**config.mk**
```make
export PLATFORM = sky130hd
export DESIGN_NAME = pin_wdg_top
export DESIGN_NICKNAME = d
export VERILOG_FILES = /design/src/rtl/pin_wdg_pkg.sv /design/src/rtl/pin_wdg_rst_sync.sv /design/src/rtl/pin_wdg_kick_sync.sv /design/src/rtl/pin_wdg_ctrl.sv /design/src/rtl/pin_wdg_count.sv /design/src/rtl/pin_wdg_pulse.sv /design/src/rtl/pin_wdg_top.sv
export SDC_FILE = /design/constraint.sdc
export NUM_CORES = 1
export LEC_CHECK = 0
export ABC_CLOCK_PERIOD_IN_PS = 1600
export BUFFER_PORTS_ARGS = -buffer_cell sky130_fd_sc_hd__clkbuf_2
export CORE_ASPECT_RATIO = 0.75
export CORE_UTILIZATION = 45
export CTS_CLUSTER_SIZE = 40
export DETAILED_ROUTE_END_ITERATION = 8
export PLACE_DENSITY = 0.71
export SYNTH_ARGS = -nofsm -noshare
export SYNTH_HDL_FRONTEND = slang
export SYNTH_SLANG_ARGS = --single-unit
export TNS_END_PERCENT = 1
```
**constraint.sdc**
```tcl
create_clock -name clk -period 1.6 [get_ports clk]
set_input_delay 0.08 -clock clk [delete_from_list [all_inputs] [get_ports clk]]
set_output_delay 0.08 -clock clk [all_outputs]
set_load 0.05 [all_outputs]
```
**src/rtl/pin_wdg_pkg.sv**
```systemverilog
package pin_wdg_pkg;

  typedef enum logic {
    ALG_TOGGLE = 1'b0,
    ALG_LEVEL  = 1'b1
  } wdg_alg_e;

  typedef struct packed {
    logic run;
    logic clr;
  } wdg_ctl_t;

endpackage

```
**src/rtl/pin_wdg_rst_sync.sv**
```systemverilog
module pin_wdg_rst_sync #(
  parameter int STAGES = 2
) (
  input  logic clk,
  input  logic rst_n,
  output logic rst_sync_n
);

  logic [STAGES-1:0] sync_q;

  always_ff @(posedge clk or negedge rst_n) begin
    if (!rst_n) begin
      sync_q <= '0;
    end else begin
      sync_q <= {sync_q[STAGES-2:0], 1'b1};
    end
  end

  assign rst_sync_n = sync_q[STAGES-1];

endmodule

```
**src/rtl/pin_wdg_kick_sync.sv**
```systemverilog
module pin_wdg_kick_sync #(
  parameter int STAGES = 2
) (
  input  logic clk,
  input  logic rst_n,
  input  logic kick_async,
  output logic kick_lvl,
  output logic kick_edge
);

  logic [STAGES-1:0] stage_q;
  logic              stage_d_first;
  logic              last_q;
  logic              last_d;

  always_comb begin
    stage_d_first = kick_async;
    last_d        = stage_q[STAGES-1];
  end

  always_ff @(posedge clk or negedge rst_n) begin
    if (!rst_n) begin
      stage_q[0] <= 1'b0;
    end else begin
      stage_q[0] <= stage_d_first;
    end
  end

  for (genvar g = 1; g < STAGES; g++) begin : g_stage
    always_ff @(posedge clk or negedge rst_n) begin
      if (!rst_n) begin
        stage_q[g] <= 1'b0;
      end else begin
        stage_q[g] <= stage_q[g-1];
      end
    end
  end

  always_ff @(posedge clk or negedge rst_n) begin
    if (!rst_n) begin
      last_q <= 1'b0;
    end else begin
      last_q <= last_d;
    end
  end

  assign kick_lvl  = stage_q[STAGES-1];
  assign kick_edge = stage_q[STAGES-1] ^ last_q;

endmodule

```
**src/rtl/pin_wdg_ctrl.sv**
```systemverilog
module pin_wdg_ctrl
  import pin_wdg_pkg::*;
#(
  parameter int MARGIN_W = 16
) (
  input  logic                clk,
  input  logic                rst_n,
  input  logic                alg_level,
  input  logic                act_high,
  input  logic                line_driven,
  input  logic [MARGIN_W-1:0] margin,
  input  logic                kick_lvl,
  input  logic                kick_edge,
  output wdg_ctl_t            ctl,
  output logic                cfg_change
);

  wdg_alg_e            alg;
  wdg_alg_e            alg_q;
  logic [MARGIN_W-1:0] margin_q;
  logic                level_active;

  always_comb begin
    alg          = wdg_alg_e'(alg_level);
    level_active = (kick_lvl == act_high);
    cfg_change   = (alg != alg_q) || (margin != margin_q);
    ctl.run      = 1'b0;
    ctl.clr      = cfg_change;
    unique case (alg)
      ALG_TOGGLE: begin
        ctl.run = line_driven;
        if (kick_edge) begin
          ctl.clr = 1'b1;
        end
      end
      ALG_LEVEL: begin
        ctl.run = level_active;
      end
      default: begin
        ctl.run = 1'b0;
      end
    endcase
  end

  always_ff @(posedge clk or negedge rst_n) begin
    if (!rst_n) begin
      alg_q    <= ALG_TOGGLE;
      margin_q <= '0;
    end else begin
      alg_q    <= alg;
      margin_q <= margin;
    end
  end

endmodule

```
**src/rtl/pin_wdg_count.sv**
```systemverilog
module pin_wdg_count #(
  parameter int MARGIN_W = 16
) (
  input  logic                clk,
  input  logic                rst_n,
  input  logic                tick,
  input  logic                run,
  input  logic                clr,
  input  logic                hold,
  input  logic [MARGIN_W-1:0] margin,
  output logic [MARGIN_W-1:0] cnt,
  output logic                expire
);

  localparam logic [MARGIN_W:0] ONE_W = {{MARGIN_W{1'b0}}, 1'b1};

  logic [MARGIN_W-1:0] cnt_q;
  logic [MARGIN_W-1:0] cnt_d;
  logic [MARGIN_W:0]   eff_margin;
  logic [MARGIN_W:0]   cnt_inc;
  logic                step;

  always_comb begin
    eff_margin = (margin == '0) ? ONE_W : {1'b0, margin};
    cnt_inc    = {1'b0, cnt_q} + ONE_W;
    step       = run && !clr && !hold && tick;
    expire     = step && (cnt_inc >= eff_margin);
    if (clr || !run) begin
      cnt_d = '0;
    end else if (expire) begin
      cnt_d = '0;
    end else if (step) begin
      cnt_d = cnt_inc[MARGIN_W-1:0];
    end else begin
      cnt_d = cnt_q;
    end
  end

  always_ff @(posedge clk or negedge rst_n) begin
    if (!rst_n) begin
      cnt_q <= '0;
    end else begin
      cnt_q <= cnt_d;
    end
  end

  assign cnt = cnt_q;

endmodule

```
**src/rtl/pin_wdg_pulse.sv**
```systemverilog
module pin_wdg_pulse #(
  parameter int PULSE_LEN = 16
) (
  input  logic clk,
  input  logic rst_n,
  input  logic fire,
  output logic busy,
  output logic pulse
);

  localparam int PCW = $clog2(PULSE_LEN + 1);
  localparam logic [PCW-1:0] LOAD = PCW'(PULSE_LEN);

  logic [PCW-1:0] pcnt_q;
  logic [PCW-1:0] pcnt_d;
  logic [PCW:0]   hi_q;

  always_comb begin
    if (fire && (pcnt_q == '0)) begin
      pcnt_d = LOAD;
    end else if (pcnt_q != '0) begin
      pcnt_d = pcnt_q - 1'b1;
    end else begin
      pcnt_d = pcnt_q;
    end
  end

  always_ff @(posedge clk or negedge rst_n) begin
    if (!rst_n) begin
      pcnt_q <= '0;
    end else begin
      pcnt_q <= pcnt_d;
    end
  end

  assign busy  = (pcnt_q != '0);
  assign pulse = busy;

  always_ff @(posedge clk or negedge rst_n) begin
    if (!rst_n) begin
      hi_q <= '0;
    end else if (pulse) begin
      hi_q <= hi_q + 1'b1;
    end else begin
      hi_q <= '0;
    end
  end


  pulse_len_chk: assert property (@(posedge clk) disable iff (!rst_n)
    $fell(pulse) |-> (hi_q == (PCW+1)'(PULSE_LEN)));


  pulse_bound_chk: assert property (@(posedge clk) disable iff (!rst_n)
    pulse |-> (hi_q < (PCW+1)'(PULSE_LEN)));


  fire_to_pulse_chk: assert property (@(posedge clk) disable iff (!rst_n)
    (fire && !busy) |=> pulse);

endmodule

```
**src/rtl/pin_wdg_top.sv**
```systemverilog
module pin_wdg_top
  import pin_wdg_pkg::*;
#(
  parameter int MARGIN_W  = 16,
  parameter int PULSE_LEN = 16,
  parameter int SYNC_LEN  = 2
) (
  input  logic                clk,
  input  logic                rst_n,
  input  logic                kick_i,
  input  logic                alg_level_i,
  input  logic                kick_act_high_i,
  input  logic                line_driven_i,
  input  logic [MARGIN_W-1:0] margin_ms_i,
  input  logic                tick_ms_i,
  output logic                wdg_reset_o
);

  logic                rst_sync_n;
  logic                kick_lvl;
  logic                kick_edge;
  wdg_ctl_t            ctl;
  logic                cfg_change;
  logic [MARGIN_W-1:0] cnt;
  logic                expire;
  logic                busy;

  pin_wdg_rst_sync #(.STAGES(2)) i_rst_sync (
    .clk        (clk),
    .rst_n      (rst_n),
    .rst_sync_n (rst_sync_n)
  );

  pin_wdg_kick_sync #(.STAGES(SYNC_LEN)) i_kick_sync (
    .clk        (clk),
    .rst_n      (rst_sync_n),
    .kick_async (kick_i),
    .kick_lvl   (kick_lvl),
    .kick_edge  (kick_edge)
  );

  pin_wdg_ctrl #(.MARGIN_W(MARGIN_W)) i_ctrl (
    .clk         (clk),
    .rst_n       (rst_sync_n),
    .alg_level   (alg_level_i),
    .act_high    (kick_act_high_i),
    .line_driven (line_driven_i),
    .margin      (margin_ms_i),
    .kick_lvl    (kick_lvl),
    .kick_edge   (kick_edge),
    .ctl         (ctl),
    .cfg_change  (cfg_change)
  );

  pin_wdg_count #(.MARGIN_W(MARGIN_W)) i_count (
    .clk    (clk),
    .rst_n  (rst_sync_n),
    .tick   (tick_ms_i),
    .run    (ctl.run),
    .clr    (ctl.clr),
    .hold   (busy),
    .margin (margin_ms_i),
    .cnt    (cnt),
    .expire (expire)
  );

  pin_wdg_pulse #(.PULSE_LEN(PULSE_LEN)) i_pulse (
    .clk   (clk),
    .rst_n (rst_sync_n),
    .fire  (expire),
    .busy  (busy),
    .pulse (wdg_reset_o)
  );


  toggle_edge_clr_chk: assert property (@(posedge clk) disable iff (!rst_sync_n)
    (!alg_level_i && kick_edge) |=> (cnt == '0));


  undriven_idle_chk: assert property (@(posedge clk) disable iff (!rst_sync_n)
    (!alg_level_i && !line_driven_i) |=> (cnt == '0));


  level_off_chk: assert property (@(posedge clk) disable iff (!rst_sync_n)
    (alg_level_i && (kick_lvl != kick_act_high_i)) |=> (cnt == '0));


  cfg_clr_chk: assert property (@(posedge clk) disable iff (!rst_sync_n)
    cfg_change |=> (cnt == '0));


  no_tick_hold_chk: assert property (@(posedge clk) disable iff (!rst_sync_n)
    !tick_ms_i |=> ($stable(cnt) || (cnt == '0)));


  pulse_source_chk: assert property (@(posedge clk) disable iff (!rst_sync_n)
    $rose(wdg_reset_o) |-> $past(expire));

endmodule

```
# ---- Word level (Yosys, flattened, before mapping)
# Cells that the tools add are included.
dict set report totals {
  out_inout_bits 1
  in_bits 23
  ff_bits 43
  elab_cells 40
}
dict set report classes {
  bitwise 2
  magnitude_cmp 1
  muxes 9
  addsub 2
  reduce_logical 15
  n_eq_ne 3
}
# op n
set ops {}
lappend ops {{2-to-1 mux 16 bit} 4}
lappend ops {{adder 16 x 1 -> 17 bit, second input constant} 1}
lappend ops {{greater-or-equal comparator 17 bit} 1}
lappend ops {{zero test 16 bit} 1}
lappend ops {{inequality test 16 bit} 1}
lappend ops {{2-to-1 mux 5 bit} 2}
lappend ops {{logical AND 1 bit} 5}
lappend ops {{zero test 5 bit} 1}
lappend ops {{nonzero test 5 bit} 1}
lappend ops {{subtractor 5 x 1 -> 5 bit, second input constant} 1}
lappend ops {{zero test 1 bit} 3}
lappend ops {{nonzero test 3 bit} 1}
lappend ops {{logical OR 1 bit} 2}
lappend ops {{2-to-1 mux 1 bit} 2}
lappend ops {{one-hot mux 1 bit (2 select lines)} 1}
lappend ops {{nonzero test 2 bit} 1}
lappend ops {{equality test 1 bit} 1}
lappend ops {{inequality test 1 bit} 1}
lappend ops {{inverter 1 bit} 1}
lappend ops {{XOR 1 bit} 1}

# ---- Depth between registers and ports, before layout
# Gate-level depths: netlist of run 1.
dict set report logic_depth {
  depth_word 11
  depth_mapped 13
  ltp_nobuf 12
}

# ---- Hierarchy
# Synthesis of run 1 repeated with hierarchy kept, for this count alone.
dict set report hier_totals {
  hier_cells 241
  area_unflattened_um2 2486.1
}
# mod area_each_um2 instances cells_each seq_area_each_um2
set modules_own_cells {}
lappend modules_own_cells {pin_wdg_count 1415.1 1 166 400.4}
lappend modules_own_cells {pin_wdg_ctrl 669.4 1 44 425.4}
lappend modules_own_cells {pin_wdg_pulse 264.0 1 24 125.1}
lappend modules_own_cells {pin_wdg_kick_sync 83.8 1 4 75.1}
lappend modules_own_cells {pin_wdg_rst_sync 53.8 1 3 50.0}

# ---- Least setup slack after synthesis of run 1
# No wires, ideal clock.
dict set report synth_timing {
  path_type {register to register}
  start {register i_count.cnt_q[0] (netlist: i_count.cnt[0])}
  end {register i_count.cnt_q[5] (netlist: i_count.cnt[5])}
  t_arrival_ns 2.788
  t_required_ns 1.479
  n_path_buf 1
  path_slack_ns -1.309
  setup_time_ns 0.121
  synth_period_minus_slack_ns 2.909
  stages_incl_launch_ff 13
  cell_sequence {dfrtp_1 -> nand4_1 -> nor3_1 -> nand3_1 -> xnor2_1 -> ha_1 -> nand4_1 -> nor3_2 -> a21oi_1 -> a31oi_4 -> nor2_4 -> buf_6 -> a22o_1}
}
dict set report synth_between {
  elab_chain_cells 5
  elab_cells_between_ends 7
  classes_between {add/sub: 1; order compare: 1; mux: 3; reduce/logical: 2}
}
# item line_no
set synth_lines {}
lappend synth_lines {{start, declared} pin_wdg_count.sv:17} ;# logic [MARGIN_W-1:0] cnt_q;
lappend synth_lines {{start signal, assigned} pin_wdg_count.sv:43} ;# cnt_q <= cnt_d;
lappend synth_lines {{adder 16 x 1 -> 17 bit (*)} pin_wdg_count.sv:25} ;# cnt_inc = {1'b0, cnt_q} + ONE_W;
lappend synth_lines {{greater-or-equal comparator 17 bit} pin_wdg_count.sv:27} ;# expire = step && (cnt_inc >= eff_margin);
lappend synth_lines {{logical AND 1 bit} pin_wdg_count.sv:27}
lappend synth_lines {{2-to-1 mux 16 bit} pin_wdg_count.sv:30} ;# end else if (expire) begin
lappend synth_lines {{2-to-1 mux 16 bit} pin_wdg_count.sv:28} ;# if (clr || !run) begin
# Mark *: on every way between the ends. The rest lies on a longest branch, timed or not. The select of a mux whose other input is x is not followed.
# A chain may end at the register's enable or synchronous reset.

# ---- Worst setup path after layout of run 1
dict set report layout_timing {
  start {register i_count.cnt_q[0] (netlist: i_count.cnt[0])}
  end {register i_count.cnt_q[9] (netlist: i_count.cnt[9])}
}
# Same word-level chain as after synthesis.

==> results.md, run 1 <==
- Outcome: complete, but fails checks
- Failing checks: setup timing
- Synthesized-area fraction occupied by adder cells: 0.0917
- Final Hold Fails: 0
- Initial DRC count: 68
- Max IR drop VDD: 0.000447 V
- Post-synth EDFFs: 0
- Syn Nets: 268
- Syn-to-layout area delta: 38.0%
- Drt wl/cell: 14.7 µm
- Fin util: 0.669
- Startpoint Class: flip-flop
- CTS Root Cell: clkbuf_8
- CTS H-tree depth: 2
- Main combinational cell family by area after synthesis: simple AND/OR/NAND/NOR gates
- CP Capture Point: i_count.cnt[9]
- Setup ws final: -1.34 ns
- CP max FO: 4
- CORE AREA: 5060 µm²
- Min Tclk post-route: 2.94 ns
- Clk pin slew, worst setup/hold paths: around 0.09 ns
- Final Cycle Share: 1.84
- Largest net degree at the start of global routing: 42
- Top post-synthesis cells by area: dfrtp_1 (44%), ha_1 (9.2%), xnor2_1 (8.9%), a22o_1 (4.3%), inv_1 (3.2%)
- Drt first pass iters: 4
- Synth Area in XOR/XNOR: 0.107
- Antenna violations before repair: 0
- Clock Tree Buf Depth: 2
- CP startpoint: i_count.cnt[0]
- Fin. max-slew vios: 0
- Synth Area in Compound Gates: 0.121
- Crit-path max cell delay: 0.39 ns
- Placed inst area: 3160 µm²
- Kind of critical path: flip-flop to flip-flop
- Relative slew slack: 0.658
- Cell area after layout: 3390 µm²
- Worst EP required: 1.79 ns
- Final wirelength: ~5.9 mm
- DIE AREA: 5760 µm²
- Synthesized area: 2450 µm²
- Mux contribution to synthesized area: 0.00459
- Yosys warnings: 0
- Predominant post-synthesis flop cell: dfrtp_1
- Post-synthesis cell type count: 45
- Detailed placement HPWL: 4.49 mm
- PD cells: a little over 600 nW/µm²
- Top-count cell post-synth: dfrtp_1
- FF-to-FF End: i_count.cnt[9]
- WL met3: 158 µm
- Critical-path cell list: nand4_1 -> nor3_4 -> nand3_1 -> xnor2_2 -> ha_1 -> nand4_1 -> nor3_4 -> a21oi_2 -> a31oi_4 -> buf_4 -> nor4b_2 -> a221o_1
- DR vias: 2003
- Setup bufs post-CTS: 0
- Final setup viols: 21
- Vias in the first global route: 1993
- Layout cells sized above 1: 0.380
- First-pass GRT wire length: 9.59 mm
- Seq/Total Area, Yosys: 0.438
- Overflow after GRT: 0
- Crit path DAT: 3.13 ns
- Top cell type's share of synthesized area: 0.438
- Clock Sinks: 43
- Layout Skew: ~0.0032 ns
- Post-Syn Instances: 227
- Final Hold Slack: 0.00868 ns
- Synthesized area per cell: 10.8 µm²
- Total Nets Final: 366
- Max Cap Viol: 0
- ANT cells: 0
- Num CTS Buffers: 5
- Commonest cells post-synth: dfrtp_1 (43), xnor2_1 (25), inv_1 (21), ha_1 (18), nand2_1 (16)
- Worst path slowest cell: dfrtp_1
- R2R setup slack: -1.34 ns
- Cell accounting for the most synthesized area: dfrtp_1
- Site Rows: 22
- Chip height: 66.0 µm
- DR vias/cell: approximately 5.0
- Post-route ant nets: 0
- Unrepaired setup endpoints after global routing: yes
- CTS tree: built
- Crit end category: flip-flop
- Critical R2R Launch: i_count.cnt[0]
- DR WL met2: 2.67 mm
- Flops & latches, synth: 43
- M1 WL: roughly 3 mm
- Worst Hold Class: primary input to flip-flop
- Worst-Margin Slew: 0.513 ns
- Placer Congestion: ~0.9
- Lkg Pwr: 0.00172 µW
- IO buf count: 23
- Reg2reg path depth: 12
- Total track usage: 0.222
- Initial core utilization: 0.485
- # IOs: 24
- Die width: 87.3 µm
- Max layer used: met4
- Simple-gate share of the synthesized area: 0.191
- Clk Latency, worst-skew pair: 0.30 ns
- Fmax: 340 MHz
- DRC violations left: 0
- Async S/R FF share, synth: 1.00
registers in the layout, indices dropped and copies added (netlist names):
name,count
i_kick_sync.last_q,1
i_kick_sync.stage_q,1
i_ctrl.margin_q,16
i_pulse.pcnt_q,5
i_ctrl.alg_q,1
i_kick_sync.kick_lvl,1
i_count.cnt,16
i_rst_sync.sync_q,2
worst max-delay path, delay by kind of cell (launching register included):
kind / cells / cell delay (ns)
adder cells (fa/ha/maj): 1 / 0.33
XOR/XNOR: 1 / 0.17
flip-flops: 1 / 0.39
buffers and inverters: 1 / 0.18
AO/OA/AOI/OAI: 3 / 0.58
AND/OR/NAND/NOR: 6 / 1.18
stage by stage:
step / std cells / worst slack (ns) / total power [µW] / TNS, ns
2_1_floorplan: 227 / -1.11 / 1250 / -19.87
3_3_place_gp: 384 / -1.28 / 1350 / -23.32
6_report: 398 / -1.34 / 2060 / -24.22
4_1_cts: 398 / -1.32 / 2080 / -24.10
3_5_place_dp: 384 / -1.33 / 1350 / -23.54
5_1_grt: 398 / -1.51 / 2140 / -27.71
worst min-delay path by stage:
| stage | from | endpoint | slack (ns) | depth (start not counted) |
|---|---|---|---|---|
| finish | margin_ms_i[1] | i_ctrl.margin_q[1] | 0.009 | 2 |
| floorplan | rst_n | i_rst_sync.sync_q[0] | -0.22 | 0 |
| CTS | margin_ms_i[1] | i_ctrl.margin_q[1] | 0.004 | 2 |
| detailed placement | rst_n | i_rst_sync.sync_q[0] | -0.13 | 1 |
| global route | margin_ms_i[2] | i_ctrl.margin_q[2] | 0.007 | 2 |
| global placement | rst_n | i_rst_sync.sync_q[0] | -0.13 | 1 |
report_power, final:
part           total (µW)  leakage (µW)  internal [µW]  switching (µW)
clock                 720     0.0000408            312             408
combinational         218       0.00113            107             110
sequential           1130      0.000550           1110            12.3
final cells by class:
type | instances | area, µm²
Fill cell | 418 | 1680
Sequential cell | 43 | 1080
Tap cell | 72 | 90.1
Clock buffer | 5 | 68.8
Timing Repair Buffer | 94 | 688
Multi-Input combinational cell | 160 | 1360
Clock inverter | 3 | 23.8
Inverter | 21 | 78.8
per-layer routing:
layer | global-route usage | vias to the layer above
li1 | - | 1003
met1 | 0.319 | 969
met2 | 0.359 | 26
met3 | 0.0375 | 5
met4 | 0.0307 | 0
met5 | 0 | -
cells in the final DEF (no fill, tap or decap), types with 2 or more instances in the layout:
master          n
nand3_1         5
dlygate4sd3_1   6
buf_4          63
dfrtp_1        43
o21ai_1         2
o21ai_0         4
a211oi_1        3
nor2_4          2
nand2_1        15
ha_1           17
inv_1          21
a21o_1          3
nor3_1          3
xnor2_1        23
xor2_1          4
clkbuf_8        6
xnor2_2         2
a21oi_2         2
nor3_4          3
a22o_1         12
clkinvlp_4      2
nand4_1        12
and4_4          2
nand2b_1        3
nor4_1          4
a21oi_1         4
nor2_1          9
clkbuf_2       22
logic make-up after synthesis:
| kind of cell | Yosys count |
|---|---|
| simple gates | 73 |
| fa+ha+maj | 18 |
| flops | 43 |
| mux | 1 |
| buf+inv | 24 |
| compound gates | 37 |
| xor+xnor | 30 |
| other cells | 1 |
timing repair:
| item | in CTS | in global routing |
|---|---|---|
| hold buffers | 6 | 0 |
| gates resized for setup | 7 | 9 |
| hold endpoints to repair | 7 | 0 |
| cloned | 0 | 0 |
| pin swaps | 0 | 6 |
| setup endpoints to repair | 21 | 21 |
Power figures use the tool's default switching activity.
==> run 2, diff against run 1 <==
--- a/config.mk
+++ b/config.mk
@@ -12,6 +12,7 @@
 export CTS_CLUSTER_SIZE = 40
 export DETAILED_ROUTE_END_ITERATION = 8
 export PLACE_DENSITY = 0.71
+export RECOVER_POWER = 100
 export SYNTH_ARGS = -nofsm -noshare
 export SYNTH_HDL_FRONTEND = slang
 export SYNTH_SLANG_ARGS = --single-unit
==> results.md, run 2 (synthesis gave the netlist of run 1 again) <==
- Outcome: complete, but fails checks
- Failing checks: setup timing
- Power, Total: 2050 µW
- Most frequent cells in the layout: buf_4 (50), dfrtp_1 (43), xnor2_1 (23)
- Setup bufs post-CTS: 0
- Num CTS Buffers: 5
- IO buf count: 23
- CTS H-tree depth: 2
- # IOs: 24
- Total Nets Final: 366
- CTS Root Cell: clkbuf_8
- Post-route ant nets: 0
- First-pass GRT wire length: 9.59 mm
- DR vias: 2018
- Layout cells sized above 1: 0.325
- Fin cells: between 300 and 400
- Worst Hold Class: primary input to flip-flop
- Placer Congestion: 0.887
- Startpoint Class: flip-flop
- Die width: 87.3 µm
- Clock Sinks: 43
- Initial core utilization: 0.485
- Detailed placement HPWL: 4.49 mm
- Drt wl/cell: about 15 µm
- Fin. max-slew vios: 0
- Final Hold Fails: 0
- DIE AREA: approximately 5800 µm²
- PD cells: 616 nW/µm²
- Antenna violations before repair: 0
- Final wirelength: between 5 and 6 mm
- Final setup viols: 21
- Worst-Margin Slew: 1.01 ns
- Crit end category: flip-flop
- CTS tree: built
- Overflow after GRT: 0
- Final Hold Slack: 0.0341 ns
- Max IR drop VDD: 0.000444 V
- CORE AREA: between 5000 and 6000 µm²
- Cell area after layout: 3330 µm²
- Clk pin slew, worst setup/hold paths: around 0.09 ns
- Largest net degree at the start of global routing: 42
- Syn-to-layout area delta: 35.6%
- ANT cells: 0
- Setup ws final: -1.35 ns
- Total track usage: 0.222
- Fmax: roughly 340 MHz
- Layout Skew: roughly 0.0023 ns
- Initial DRC count: 66
- Chip height: 66.0 µm
- Worst EP required: ~1.8 ns
- Clk Latency, worst-skew pair: around 0.30 ns
- Max Cap Viol: 0
- Commonest non-fill, non-tap cell in the layout: buf_4
- Lkg Pwr: 0.00166 µW
- DR vias/cell: 5.07
- CP max FO: 4
- Placed instance count: 384
- Final Cycle Share: 1.84
- Relative slew slack: 0.327
- Crit path DAT: 3.13 ns
- Drt first pass iters: 4
- Min Tclk post-route: 2.95 ns
- Clock Tree Buf Depth: 2
- DRC violations left: 0
- Fin util: 0.657
- Placed inst area: 3160 µm²
- Kind of critical path: flip-flop to flip-flop
- Vias in the first global route: roughly 2000
- Unrepaired setup endpoints after global routing: yes
- Site Rows: 22
## run 2: cell count changes in the layout (fill, tap and decap cells not counted), sizes merged
cell,previous run,this run
buf,65,52
clkbuf,28,41
## run 2: layout make-up
type                       count  area (µm²)
clock inverter                 3        23.8
clock buffer                   5        68.8
tap                           72        90.1
fill                         446        1740
inverter                      21        78.8
multi-input combinational    160        1360
timing repair buffer          94         633
sequential                    43        1080
## run 2: worst paths after layout
path	from	end	slack (ns)	cells past startpoint
max	i_count.cnt[0]	i_count.cnt[9]	-1.35	12
min	alg_level_i	i_ctrl.alg_q	0.03	2
max reg2reg	i_count.cnt[0]	i_count.cnt[9]	-1.35	12
min reg2reg	i_rst_sync.sync_q[0]	i_rst_sync.sync_q[1]	0.36	0
max in group asynchronous	i_rst_sync.sync_q[1]	i_count.cnt[11]	0.49	1
min in group asynchronous	rst_n	i_rst_sync.sync_q[0]	0.10	2
## run 2: per-stage QoR
step           setup TNS (ns)  setup WS [ns]
6_report               -24.17          -1.35
5_1_grt                -27.78          -1.51
4_1_cts                -24.10          -1.32
3_5_place_dp           -23.54          -1.33
3_3_place_gp           -23.32          -1.28
2_1_floorplan          -19.87          -1.11
## run 2: where the power goes
group / switching (µW) / internal [µW] / total, µW
Combinational: 111 / 91.3 / 202
Clock: 408 / 312 / 721
Sequential: 12.2 / 1110 / 1130
## run 2: worst max-delay path: stages (launching register included)
cell     delay (ns)
dfrtp_1        0.39
nand4_1        0.21
nor3_4         0.33
nand3_1        0.17
xnor2_2        0.18
ha_1           0.33
nand4_1        0.20
nor3_4         0.23
a21oi_2        0.11
a31oi_4        0.22
buf_4          0.17
nor4b_2        0.05
a221o_1        0.25
## run 2: repair_timing
action,4_1_cts,5_1_grt
pin swaps,0,6
endpoints found under the hold margin,7,0
resized for setup,7,9
hold buffers,6,0
endpoints found under the setup margin,21,21
## run 2: routing by layer
layer | track usage | vias to the layer above | part of all wire
met1 | 0.319 | 987 | 0.51
met5 | 0 | - | 0
met3 | 0.0375 | 5 | 0.024
met2 | 0.359 | 21 | 0.46
li1 | - | 1005 | -
met4 | 0.0307 | 0 | 0.0043
==> run 3, diff against run 2 <==
--- a/config.mk
+++ b/config.mk
@@ -6,7 +6,7 @@
 export NUM_CORES = 1
 export LEC_CHECK = 0
 export ABC_CLOCK_PERIOD_IN_PS = 1600
-export BUFFER_PORTS_ARGS = -buffer_cell sky130_fd_sc_hd__clkbuf_2
+export BUFFER_PORTS_ARGS = -buffer_cell sky130_fd_sc_hd__buf_2
 export CORE_ASPECT_RATIO = 0.75
 export CORE_UTILIZATION = 45
 export CTS_CLUSTER_SIZE = 40
==> results.md, run 3 (synthesis gave the netlist of run 1 again) <==
- Outcome: complete, but fails checks
- Failing checks: setup timing
- Total track usage: 0.237
- Critical-path cell list: nand4_1 -> buf_4 -> nor3_4 -> buf_6 -> buf_4 -> nand2_1 -> xnor2_2 -> ha_1 -> nand2_2 -> a21oi_1 -> o21ai_0 -> buf_4 -> a31oi_4 -> buf_6 -> nor4b_2 -> a221o_1
- Clk Latency, worst-skew pair: 0.30 ns
- FF-to-FF End: i_count.cnt[9]
- Clock Tree Buf Depth: 2
- Max Cap Viol: 0
- Die width: 87.3 µm
- CTS Root Cell: clkbuf_8
- Worst Hold Class: primary input to flip-flop
- Worst EP required: 1.84 ns
- Fin util: 0.696
- Layout Skew: between 0.007 and 0.008 ns
- Antenna violations before repair: 0
- Commonest non-fill, non-tap cell in the layout: buf_4
- Initial core utilization: 0.485
- CORE AREA: 5060 µm²
- Min Tclk post-route: 3.00 ns
- Site Rows: 22
- Fin cells: 416
- Post-route ant nets: 0
- Setup_tns: -25.60 ns
- Overflow after GRT: 0
- Crit path DAT: roughly 3.2 ns
- Largest net degree at the start of global routing: 42
- Max IR drop VDD: 0.000467 V
- Crit-path max cell delay: 0.37 ns
- CP Capture Point: i_count.cnt[9]
- Post-Place Worst Slack: -1.38 ns
- Clock Sinks: 43
- Most frequent cells in the layout: buf_4 (66), dfrtp_1 (43), xnor2_1 (23)
- Final Cycle Share: 1.87
- Vias in the first global route: around 2200
- Reg2reg path depth: 16
- CP startpoint: i_count.cnt[7]
- DRC violations left: 0
- Final Hold Slack: between 0.04 and 0.05 ns
- CTS H-tree depth: 2
- Placer Congestion: approximately 0.9
- DIE AREA: 5760 µm²
- CTS tree: built
- Fmax: 334 MHz
- Final wirelength: 6.43 mm
- Fin. max-slew vios: 0
- DR vias/cell: 5.12
- CP max FO: 4
- Setup ws final: -1.40 ns
- Drt wl/cell: 15.4 µm
- Final setup viols: 21
- Drt first pass iters: 4
- IO buf count: 23
- Syn-to-layout area delta: 43.7%
- Initial DRC count: 170
- Detailed placement HPWL: 4.56 mm
- Clk pin slew, worst setup/hold paths: approximately 0.08 ns
- Placed instance count: 387
- Final Hold Fails: 0
- Total Nets Final: roughly 380
- Most frequent CP cell: buf_4
- ANT cells: 0
- Critical R2R Launch: i_count.cnt[7]
- Relative slew slack: 0.308
- # IOs: 24
- Lkg Pwr: ~0.0018 µW
- Crit end category: flip-flop
- Kind of critical path: flip-flop to flip-flop
- First-pass GRT wire length: 10.3 mm
- Layout cells sized above 1: 0.366
- DR vias: 2130
- Worst path slowest cell: dfrtp_1
- Chip height: 66.0 µm
- Worst-Margin Slew: 1.04 ns
- PD cells: 632 nW/µm²
- Num CTS Buffers: 5
- Startpoint Class: flip-flop
- R2R setup slack: -1.40 ns
- Unrepaired setup endpoints after global routing: yes
run 3: cell types whose count changed in the layout (fill, tap and decap cells not counted), moves of 2 or more:
cell / previous run / this run
buf_6: 1 / 4
clkinvlp_4: 2 / 0
buf_4: 50 / 66
clkbuf_2: 17 / 1
ha_4: 0 / 3
buf_2: 0 / 16
ha_1: 17 / 15
run 3: cell type report:
cell class	instances	area (µm²)
Sequential cell	43	1080
Clock inverter	2	35.0
Tap cell	72	90.1
Fill cell	403	1540
Timing Repair Buffer	112	773
Clock buffer	6	82.6
Inverter	21	78.8
Multi-Input combinational cell	160	1390
run 3: critical path: cells and delay by family (launching register included):
family / cells / cell delay [ns]
XOR/XNOR: 1 / 0.15
adder cells (fa/ha/maj): 1 / 0.30
buffers and inverters: 5 / 0.76
flip-flops: 1 / 0.37
AO/OA/AOI/OAI: 4 / 0.53
AND/OR/NAND/NOR: 5 / 0.83
run 3: timing repair:
action,CTS,global route
buffers inserted,6,11
endpoints found under the setup margin,21,21
hold buffers,6,0
gates cloned,0,0
gates resized for setup,14,8
hold endpoints to repair,7,0
pin swaps,10,18
run 3: power breakdown:
part | switching, µW | internal (µW)
registers | 12.6 | 1110
logic | 119 | 98.1
clock network | 379 | 505
run 3: metal layers:
| layer | global-route usage | routed length [µm] |
|---|---|---|
| met5 | 0 | 0 |
| met4 | 0.0471 | 72 |
| met3 | 0.0437 | 350 |
| met2 | 0.378 | 2960 |
| met1 | 0.337 | 3040 |
run 3: through the flow:
stage                     total power (µW)  instance area [µm²]
after floorplan                       1250                 2480
after global placement                1350                 3180
after detailed placement              1360                 3180
after CTS                             2260                 3470
after global routing                  2310                 3530
final                                 2230                 3530
run 3: how the worst min path moves through the flow:
stage              startpoint                    to  slack [ns]  depth (start not counted)
2_1_floorplan           rst_n  i_rst_sync.sync_q[0]       -0.22                          0
3_3_place_gp            rst_n  i_rst_sync.sync_q[0]       -0.13                          1
3_5_place_dp            rst_n  i_rst_sync.sync_q[0]       -0.13                          1
4_1_cts        margin_ms_i[1]    i_ctrl.margin_q[1]       0.004                          2
5_1_grt           alg_level_i          i_ctrl.alg_q        0.06                          2
6_report       margin_ms_i[1]    i_ctrl.margin_q[1]        0.05                          2
